[src/rtl/smb_host_pkg.sv]
package smb_host_pkg;
  localparam int unsigned OFF_STS = 0;
  localparam int unsigned OFF_CTL = 2;
  localparam int unsigned OFF_CMD = 3;
  localparam int unsigned OFF_ADR = 4;
  localparam int unsigned OFF_D0  = 5;
  localparam int unsigned OFF_D1  = 6;
  localparam int unsigned OFF_AUX = 13;

  localparam int unsigned ST_BUSY  = 0;
  localparam int unsigned ST_INTR  = 1;
  localparam int unsigned ST_DERR  = 2;
  localparam int unsigned ST_BERR  = 3;
  localparam int unsigned ST_FAIL  = 4;
  localparam int unsigned ST_ALRT  = 5;
  localparam int unsigned ST_BDONE = 7;

  localparam int unsigned CT_KILL  = 1;
  localparam int unsigned CT_PLO   = 2;
  localparam int unsigned CT_START = 6;
  localparam int unsigned CT_PEC   = 7;

  localparam logic [7:0] W1C_MASK = 8'h9E;

  typedef enum logic [2:0] {
    PR_QUICK  = 3'd0,
    PR_BYTE   = 3'd1,
    PR_BDATA  = 3'd2,
    PR_WORD   = 3'd3,
    PR_PCALL  = 3'd4,
    PR_BLOCK  = 3'd5,
    PR_I2CBLK = 3'd6,
    PR_RSVD   = 3'd7
  } proto_e;
endpackage

[src/rtl/smb_hreg_launch.sv]
module smb_hreg_launch
  import smb_host_pkg::*;
#(
  parameter int unsigned DW = 8
) (
  input  logic          clk,
  input  logic          rst_n,
  input  logic          ctl_we,
  input  logic          aux_we,
  input  logic [DW-1:0] wdata,
  input  logic          busy_i,
  output logic [DW-1:0] ctl_q,
  output logic [1:0]    aux_q,
  output logic          go_o,
  output logic          start_o,
  output logic          abort_o,
  output logic [2:0]    proto_o,
  output logic          pec_o
);
  localparam logic [DW-1:0] START_M = DW'(1) << CT_START;
  localparam logic [DW-1:0] KILL_M  = DW'(1) << CT_KILL;

  logic [DW-1:0] ctl_d;
  logic [1:0]    aux_d;
  logic          start_d;

  always_comb begin
    go_o    = ctl_we && wdata[CT_START] && !busy_i;
    start_d = go_o;
    ctl_d   = ctl_q;
    if (ctl_we) begin
      if (busy_i) ctl_d[CT_KILL] = wdata[CT_KILL];
      else        ctl_d = wdata & ~START_M;
    end
    aux_d = aux_we ? wdata[1:0] : aux_q;
  end

  always_ff @(posedge clk or negedge rst_n) begin
    if (!rst_n) begin
      ctl_q   <= '0;
      aux_q   <= '0;
      start_q <= 1'b0;
    end else begin
      ctl_q   <= ctl_d;
      aux_q   <= aux_d;
      start_q <= start_d;
    end
  end

  logic start_q;
  assign start_o = start_q;
  assign abort_o = ctl_q[CT_KILL] && busy_i;
  assign proto_o = ctl_q[CT_PLO +: 3];
  assign pec_o   = ctl_q[CT_PEC];

  assert_start_src_R3: assert property (@(posedge clk) disable iff (!rst_n)
    start_o |-> $past(ctl_we && wdata[CT_START]));
  assert_no_start_busy_R4: assert property (@(posedge clk) disable iff (!rst_n)
    busy_i && ctl_we |=> !start_o);
  assert_busy_ctl_kill_only_R4: assert property (@(posedge clk) disable iff (!rst_n)
    busy_i && ctl_we |=> (ctl_q & ~KILL_M) == $past(ctl_q & ~KILL_M));
  assert_aux_readback_R9: assert property (@(posedge clk) disable iff (!rst_n)
    aux_we |=> aux_q == $past(wdata[1:0]));
endmodule

[src/rtl/smb_hreg_status.sv]
module smb_hreg_status
  import smb_host_pkg::*;
#(
  parameter int unsigned DW = 8
) (
  input  logic          clk,
  input  logic          rst_n,
  input  logic          go_i,
  input  logic          abort_i,
  input  logic          done_i,
  input  logic          nak_i,
  input  logic          arb_i,
  input  logic          fail_i,
  input  logic          bdone_i,
  input  logic          alert_i,
  input  logic          w1c_we,
  input  logic [DW-1:0] wdata,
  output logic [DW-1:0] sts_o,
  output logic          busy_o
);
  logic [DW-1:0] flags_q, flags_d;
  logic          busy_q, busy_d;
  logic          fin;

  always_comb begin
    fin    = busy_q && done_i;
    busy_d = busy_q;
    if (go_i) busy_d = 1'b1;
    if (fin || abort_i) busy_d = 1'b0;

    flags_d = flags_q;
    if (w1c_we) flags_d = flags_q & ~(wdata & DW'(W1C_MASK));
    if (fin) begin
      flags_d[ST_INTR] = 1'b1;
      if (nak_i)  flags_d[ST_DERR] = 1'b1;
      if (arb_i)  flags_d[ST_BERR] = 1'b1;
      if (fail_i) flags_d[ST_FAIL] = 1'b1;
    end
    if (abort_i) flags_d[ST_FAIL]  = 1'b1;
    if (bdone_i) flags_d[ST_BDONE] = 1'b1;
  end

  always_ff @(posedge clk or negedge rst_n) begin
    if (!rst_n) begin
      flags_q <= '0;
      busy_q  <= 1'b0;
    end else begin
      flags_q <= flags_d;
      busy_q  <= busy_d;
    end
  end

  always_comb begin
    sts_o          = flags_q;
    sts_o[ST_BUSY] = busy_q;
    sts_o[ST_ALRT] = alert_i;
  end
  assign busy_o = busy_q;

  assert_busy_rise_R3: assert property (@(posedge clk) disable iff (!rst_n)
    $rose(busy_q) |-> $past(go_i));
  assert_done_ends_R5: assert property (@(posedge clk) disable iff (!rst_n)
    busy_q && done_i |=> !busy_q && flags_q[ST_INTR]);
  assert_idle_done_R5: assert property (@(posedge clk) disable iff (!rst_n)
    !busy_q && done_i && !go_i && !w1c_we && !bdone_i |=> $stable(flags_q));
  assert_kill_R7: assert property (@(posedge clk) disable iff (!rst_n)
    abort_i |=> !busy_q && flags_q[ST_FAIL]);
  assert_w1c_R6: assert property (@(posedge clk) disable iff (!rst_n)
    w1c_we && wdata[ST_INTR] && !done_i |=> !flags_q[ST_INTR]);
endmodule

[src/rtl/smb_hreg_data.sv]
module smb_hreg_data
  import smb_host_pkg::*;
#(
  parameter int unsigned DW = 8
) (
  input  logic          clk,
  input  logic          rst_n,
  input  logic          cmd_we,
  input  logic          adr_we,
  input  logic          d0_we,
  input  logic          d1_we,
  input  logic [DW-1:0] wdata,
  input  logic          busy_i,
  input  logic          abort_i,
  input  logic          done_i,
  input  logic          err_i,
  input  logic [2:0]    proto_i,
  input  logic [DW-1:0] rdat0,
  input  logic [DW-1:0] rdat1,
  output logic [DW-1:0] cmd_q,
  output logic [DW-1:0] adr_q,
  output logic [DW-1:0] d0_q,
  output logic [DW-1:0] d1_q
);
  logic          ok_rd, ld0, ld1;
  logic [DW-1:0] cmd_d, adr_d, d0_d, d1_d;

  always_comb begin
    ok_rd = busy_i && done_i && !err_i && !abort_i && adr_q[0];
    ld0   = ok_rd && (proto_i == PR_BYTE || proto_i == PR_BDATA || proto_i == PR_WORD);
    ld1   = ok_rd && (proto_i == PR_WORD);
    cmd_d = cmd_we ? wdata : cmd_q;
    adr_d = adr_we ? wdata : adr_q;
    d0_d  = ld0 ? rdat0 : (d0_we ? wdata : d0_q);
    d1_d  = ld1 ? rdat1 : (d1_we ? wdata : d1_q);
  end

  always_ff @(posedge clk or negedge rst_n) begin
    if (!rst_n) begin
      cmd_q <= '0;
      adr_q <= '0;
      d0_q  <= '0;
      d1_q  <= '0;
    end else begin
      cmd_q <= cmd_d;
      adr_q <= adr_d;
      d0_q  <= d0_d;
      d1_q  <= d1_d;
    end
  end

  assert_wr_xfer_keeps_d0_R8: assert property (@(posedge clk) disable iff (!rst_n)
    done_i && !adr_q[0] && !d0_we |=> $stable(d0_q));
  assert_err_keeps_d1_R8: assert property (@(posedge clk) disable iff (!rst_n)
    done_i && err_i && !d1_we |=> $stable(d1_q));
  assert_adr_readback_R2: assert property (@(posedge clk) disable iff (!rst_n)
    adr_we |=> adr_q == $past(wdata));
endmodule

[src/rtl/smb_host_regs.sv]
module smb_host_regs
  import smb_host_pkg::*;
#(
  parameter int unsigned DW = 8,
  parameter int unsigned AW = 4
) (
  input  logic          clk,
  input  logic          rst_n,
  input  logic [AW-1:0] reg_addr,
  input  logic          reg_wr,
  input  logic [DW-1:0] reg_wdata,
  output logic [DW-1:0] reg_rdata,
  output logic          eng_start,
  output logic          eng_abort,
  output logic [2:0]    eng_proto,
  output logic          eng_pec,
  output logic          eng_crc_en,
  output logic          eng_buf32,
  output logic [DW-1:0] eng_target,
  output logic [DW-1:0] eng_cmd,
  output logic [DW-1:0] eng_wdat0,
  output logic [DW-1:0] eng_wdat1,
  input  logic          eng_done,
  input  logic          eng_nak,
  input  logic          eng_arb_lost,
  input  logic          eng_fail,
  input  logic          eng_byte_done,
  input  logic [DW-1:0] eng_rdat0,
  input  logic [DW-1:0] eng_rdat1,
  input  logic          smb_alert
);
  logic [1:0] rsync_q;
  logic       rst_int_n;

  always_ff @(posedge clk or negedge rst_n) begin
    if (!rst_n) rsync_q <= '0;
    else        rsync_q <= {rsync_q[0], 1'b1};
  end
  assign rst_int_n = rsync_q[1];

  logic sts_we, ctl_we, cmd_we, adr_we, d0_we, d1_we, aux_we;
  always_comb begin
    sts_we = reg_wr && (reg_addr == AW'(OFF_STS));
    ctl_we = reg_wr && (reg_addr == AW'(OFF_CTL));
    cmd_we = reg_wr && (reg_addr == AW'(OFF_CMD));
    adr_we = reg_wr && (reg_addr == AW'(OFF_ADR));
    d0_we  = reg_wr && (reg_addr == AW'(OFF_D0));
    d1_we  = reg_wr && (reg_addr == AW'(OFF_D1));
    aux_we = reg_wr && (reg_addr == AW'(OFF_AUX));
  end

  logic [DW-1:0] ctl_q, sts;
  logic [1:0]    aux_q;
  logic          go, busy;

  smb_hreg_launch #(.DW(DW)) u_launch (
    .clk(clk), .rst_n(rst_int_n), .ctl_we(ctl_we), .aux_we(aux_we),
    .wdata(reg_wdata), .busy_i(busy), .ctl_q(ctl_q), .aux_q(aux_q),
    .go_o(go), .start_o(eng_start), .abort_o(eng_abort),
    .proto_o(eng_proto), .pec_o(eng_pec)
  );

  smb_hreg_status #(.DW(DW)) u_status (
    .clk(clk), .rst_n(rst_int_n), .go_i(go), .abort_i(eng_abort),
    .done_i(eng_done), .nak_i(eng_nak), .arb_i(eng_arb_lost),
    .fail_i(eng_fail), .bdone_i(eng_byte_done), .alert_i(smb_alert),
    .w1c_we(sts_we), .wdata(reg_wdata), .sts_o(sts), .busy_o(busy)
  );

  smb_hreg_data #(.DW(DW)) u_data (
    .clk(clk), .rst_n(rst_int_n), .cmd_we(cmd_we), .adr_we(adr_we),
    .d0_we(d0_we), .d1_we(d1_we), .wdata(reg_wdata), .busy_i(busy),
    .abort_i(eng_abort), .done_i(eng_done),
    .err_i(eng_nak || eng_arb_lost || eng_fail), .proto_i(eng_proto),
    .rdat0(eng_rdat0), .rdat1(eng_rdat1), .cmd_q(eng_cmd),
    .adr_q(eng_target), .d0_q(eng_wdat0), .d1_q(eng_wdat1)
  );

  assign eng_crc_en = aux_q[0];
  assign eng_buf32  = aux_q[1];

  always_comb begin
    case (reg_addr)
      AW'(OFF_STS): reg_rdata = sts;
      AW'(OFF_CTL): reg_rdata = ctl_q;
      AW'(OFF_CMD): reg_rdata = eng_cmd;
      AW'(OFF_ADR): reg_rdata = eng_target;
      AW'(OFF_D0):  reg_rdata = eng_wdat0;
      AW'(OFF_D1):  reg_rdata = eng_wdat1;
      AW'(OFF_AUX): reg_rdata = {{(DW-2){1'b0}}, aux_q};
      default:      reg_rdata = '0;
    endcase
  end

  assert_start_busy_R3: assert property (@(posedge clk) disable iff (!rst_int_n)
    eng_start |-> sts[ST_BUSY]);
  assert_abort_only_busy_R7: assert property (@(posedge clk) disable iff (!rst_int_n)
    eng_abort |-> sts[ST_BUSY]);
endmodule

[config.mk]
export PLATFORM = sky130hd
export DESIGN_NAME = smb_host_regs
export DESIGN_NICKNAME = d
export VERILOG_FILES = /design/src/rtl/smb_host_pkg.sv /design/src/rtl/smb_hreg_launch.sv /design/src/rtl/smb_hreg_status.sv /design/src/rtl/smb_hreg_data.sv /design/src/rtl/smb_host_regs.sv
export SDC_FILE = /design/constraint.sdc
export NUM_CORES = 1
export LEC_CHECK = 0
export BUFFER_PORTS_ARGS = -buffer_cell sky130_fd_sc_hd__buf_2
export CAP_MARGIN = 25
export CORE_MARGIN = 2
export CORE_UTILIZATION = 45
export DETAILED_ROUTE_END_ITERATION = 8
export PLACE_DENSITY = 0.71
export SLEW_MARGIN = 25
export SYNTH_ARGS = -nofsm -noshare
export SYNTH_HDL_FRONTEND = slang
export SYNTH_HIERARCHICAL = 1
export SYNTH_SLANG_ARGS = --single-unit
[constraint.sdc]
create_clock -name clk -period 1.8 [get_ports clk]
set_clock_uncertainty 0.05 [all_clocks]
set_input_delay 0.27 -clock clk [delete_from_list [all_inputs] [get_ports clk]]
set_output_delay 0.27 -clock clk [all_outputs]
set_load 0.005 [all_outputs]
==> metrics.csv <==
stage;metric;value;unit
critical_path;cp_max_fo;2;
place;place_congestion;0.809;
global_routing;grtUsageTotal;0.216;
final_layout;finalNonFillerCells;411;
logic_synthesis;synth_xor_area_frac;0;
clocking;cts_root_buffer;clkbuf_8;
global_routing;antenna_found_initial;0;
logic_synthesis;yosys-top-cells-count;dfrtp_1, mux2_2, mux2_4;
critical_path;endpoint_kind;primary output;
final_layout;antenna_cells;0;
logic_synthesis;synth_top_family_by_area;multiplexers;
logic_synthesis;async_flop_share;1.00;
final_layout;drive_gt1_frac;0.661;
power_and_ir_drop;ir_drop;0.497;mV
routing;totalWireLength;7420;um
routing;vias;2220;
power_and_ir_drop;p_leak;1.83;nW
outcome;violations;setup timing;
power_and_ir_drop;power_density;993;mW/mm^2
logic_synthesis;postSynthCellCount;217;
sta;period_share;1.04;
min_path;min_to;u_status/flags_q[7]$_DFFE_PN0P_;
final_layout;nets;372;
routing;ant_nets;0;
critical_path;r2r_start;u_status/busy_o$_DFFE_PN0P_;
logic_synthesis;synth_flop_cell;dfrtp_1;
min_path;min_path_cells;2;
sta;drv_slew;0;
place;numPortBuffers;84;
routing;vias_per_cell;5.40;
logic_synthesis;synth_mux_area_frac;0.285;
floorplanning;rows;28;
clocking;cts_tree;done;
logic_synthesis;synth_area_per_cell;12.9;sq um
critical_path;reg2reg_depth;4;
critical_path;r2r_slack;-30;ps
critical_path;crit_slowest_cell;dfrtp_2;
critical_path;crit_type;reg -> out;
flow_run;maxCapViolations;0;
final_layout;layout-area-overhead-vs-synth;31.7;%
sta;finalSetupViolCount;11;
logic_synthesis;synth.distinct_cells;44;
min_path;min_path_type;in -> reg;
floorplanning;start_util;0.471;
place;dpl.cell_count;394;
place;dp_slack;-145;ps
clocking;cts.htree.levels;2;
sta;worst_slack;-66.8;ps
min_path;min-delay-start;eng_byte_done;
clocking;insertion_delay;310;ps
global_routing;grt_pass1_vias;2293;
global_routing;grt_first_pass_wirelength;11800;um
place;hpwl;5580;um
routing;drc_errors;0;
critical_path;cp-start-kind;register;
critical_path;crit_chain;buf_6 > mux2_4 > a32oi_2 > o221ai_1 > buf_2;
logic_synthesis;synth_compound_area_frac;0.0919;
sta;period_needed;1870;ps
critical_path;cp.arrival;1550;ps
logic_synthesis;ys_warn_count;6;
routing;first_iter_violations;81;
sta;worstMarginPinSlew;552;ps
routing;wl_per_cell;18.1;um
floorplanning;die_area;0.00688;sq mm
global_routing;globalRouteOverflowTotal;0;
sta;rsz0062_at_grt;yes;
sta;max_clock_freq;0.536;GHz
logic_synthesis;synth_area;0.00281;sq mm
place;place_area;0.00349;sq mm
clocking;cts_buffers;5;
logic_synthesis;synthAdderAreaFrac;0;
logic_synthesis;synth_area_leaders;dfrtp_1, mux2_2, mux2_4;
logic_synthesis;synthesis.nets;254;
critical_path;cp.required;1480;ps
floorplanning;die_width;83.0;um
logic_synthesis;synthSimpleGateAreaFrac;0.116;
floorplanning;die_h;83.0;um
global_routing;grt_start_max_net_pins;26;
routing;dr.pass1.iters;4;
floorplanning;boundaryPins;85;
critical_path;r2r-end;u_data/d1_q[2]$_DFFE_PN0P_;
clocking;cts.sinks;50;
outcome;status;finished, violations left;
logic_synthesis;yosysTopAreaCell;dfrtp_1;
logic_synthesis;synth.most_common_cell;dfrtp_1;
clocking;clockBufferDepth;2;
critical_path;critPathBufInv;2;
sta;hold_viol;0;
logic_synthesis;synth_top_cell_area_share;0.446;
logic_synthesis;yosysSeqAreaShare;0.446;
floorplanning;core_area;0.00596;sq mm
logic_synthesis;synth-seq-cells;50;
critical_path;crit_family;flip-flops;
critical_path;cpPeakStageDelay;420;ps
sta;relSlewSlack;0.632;
final_layout;final_area;0.00369;sq mm
logic_synthesis;synth_edf_count;0;
clocking;path_clk_slew;90;ps
-- cells in the final DEF, fill, tap and decap left out, drive strengths merged, types with 2 or more instances in the layout --
master	count
buf	132
mux2	65
dfrtp	50
nand2	9
a32oi	9
nor3b	5
a22oi	5
clkbuf	5
nor2	5
and2	5
and3	4
a31oi	3
o221ai	3
conb	3
nor3	3
and2b	2
o211ai	2
a222oi	2
o31ai	2
clkinv	2
a22o	2
nor2b	2
a21o	2
-- stage by stage --
step / power (W) / setup TNS [ps] / hold WS [ps] / util
finish: 0.00367 / -260 / 97.4 / 0.620
global route: 0.00386 / -667 / 98.1 / 0.620
CTS: 0.00367 / -297 / 97.7 / 0.616
detailed placement: 0.00280 / -1990 / 7.66 / 0.587
global placement: 0.00277 / -1770 / 5.21 / 0.587
floorplan: 0.00233 / -344 / -75.6 / -
-- logic make-up after synthesis --
family,after synthesis
flip-flops,50
other,3
AND/OR/NAND/NOR,45
buffers and inverters,23
multiplexers,65
AO/OA/AOI/OAI,31
-- worst max path at each step --
stage / start / endpoint / slack [ps] / cells after the start
2_1_floorplan: u_status/busy_o$_DFFE_PN0P_ / u_data/d1_q[0]$_DFFE_PN0P_ / -40 / 5
3_3_place_gp: eng_arb_lost / u_data/d1_q[0]$_DFFE_PN0P_ / -130 / 4
3_5_place_dp: eng_arb_lost / u_data/d1_q[5]$_DFFE_PN0P_ / -140 / 4
4_1_cts: u_status/busy_o$_DFFE_PN0P_ / reg_rdata[0] / -60 / 5
5_1_grt: u_launch/ctl_q[7]$_DFFE_PN0P_ / reg_rdata[7] / -130 / 4
6_report: u_status/busy_o$_DFFE_PN0P_ / reg_rdata[0] / -70 / 5
-- state kept, by name, summed over array words and instances, names as in the netlist --
| signal | flops |
|---|---|
| u_launch/aux_q | 2 |
| u_data/adr_q | 8 |
| rsync_q | 2 |
| u_status/flags_q | 5 |
| u_data/d1_q | 8 |
| u_data/d0_q | 8 |
| u_status/busy_o | 1 |
| u_launch/ctl_q | 7 |
| u_data/cmd_q | 8 |
| u_launch/start_o | 1 |
-- power by group --
part           switching [W]  total, W  leakage [nW]  internal (W)
combinational       0.000454   0.00123          1.17      0.000773
clock               0.000382  0.000792        0.0579      0.000410
sequential          0.000233   0.00165         0.602       0.00142
-- routing by layer --
layer | global-route usage | part of all wire | wire, um
met1 | 0.292 | 0.44 | 3270
met2 | 0.352 | 0.50 | 3680
met3 | 0.0477 | 0.050 | 370
met4 | 0.0596 | 0.013 | 98
met5 | 0 | 0 | 0
-- layout make-up --
type	instances	area, sq um
Clock buffer	5	68.8
Clock inverter	3	40.0
Fill cell	514	2260
Inverter	1	3.75
Multi-Input combinational cell	144	1410
Sequential cell	50	1250
Tap cell	75	93.8
Timing Repair Buffer	133	820
-- repair_timing --
item,CTS,global route
buffers inserted,6,2
gates resized for setup,2,2
hold buffers,1,0
hold endpoints to repair,2,0
cloned,0,0
pin swaps,3,0
setup endpoints to repair,11,12
Power figures use the tool's default switching activity.
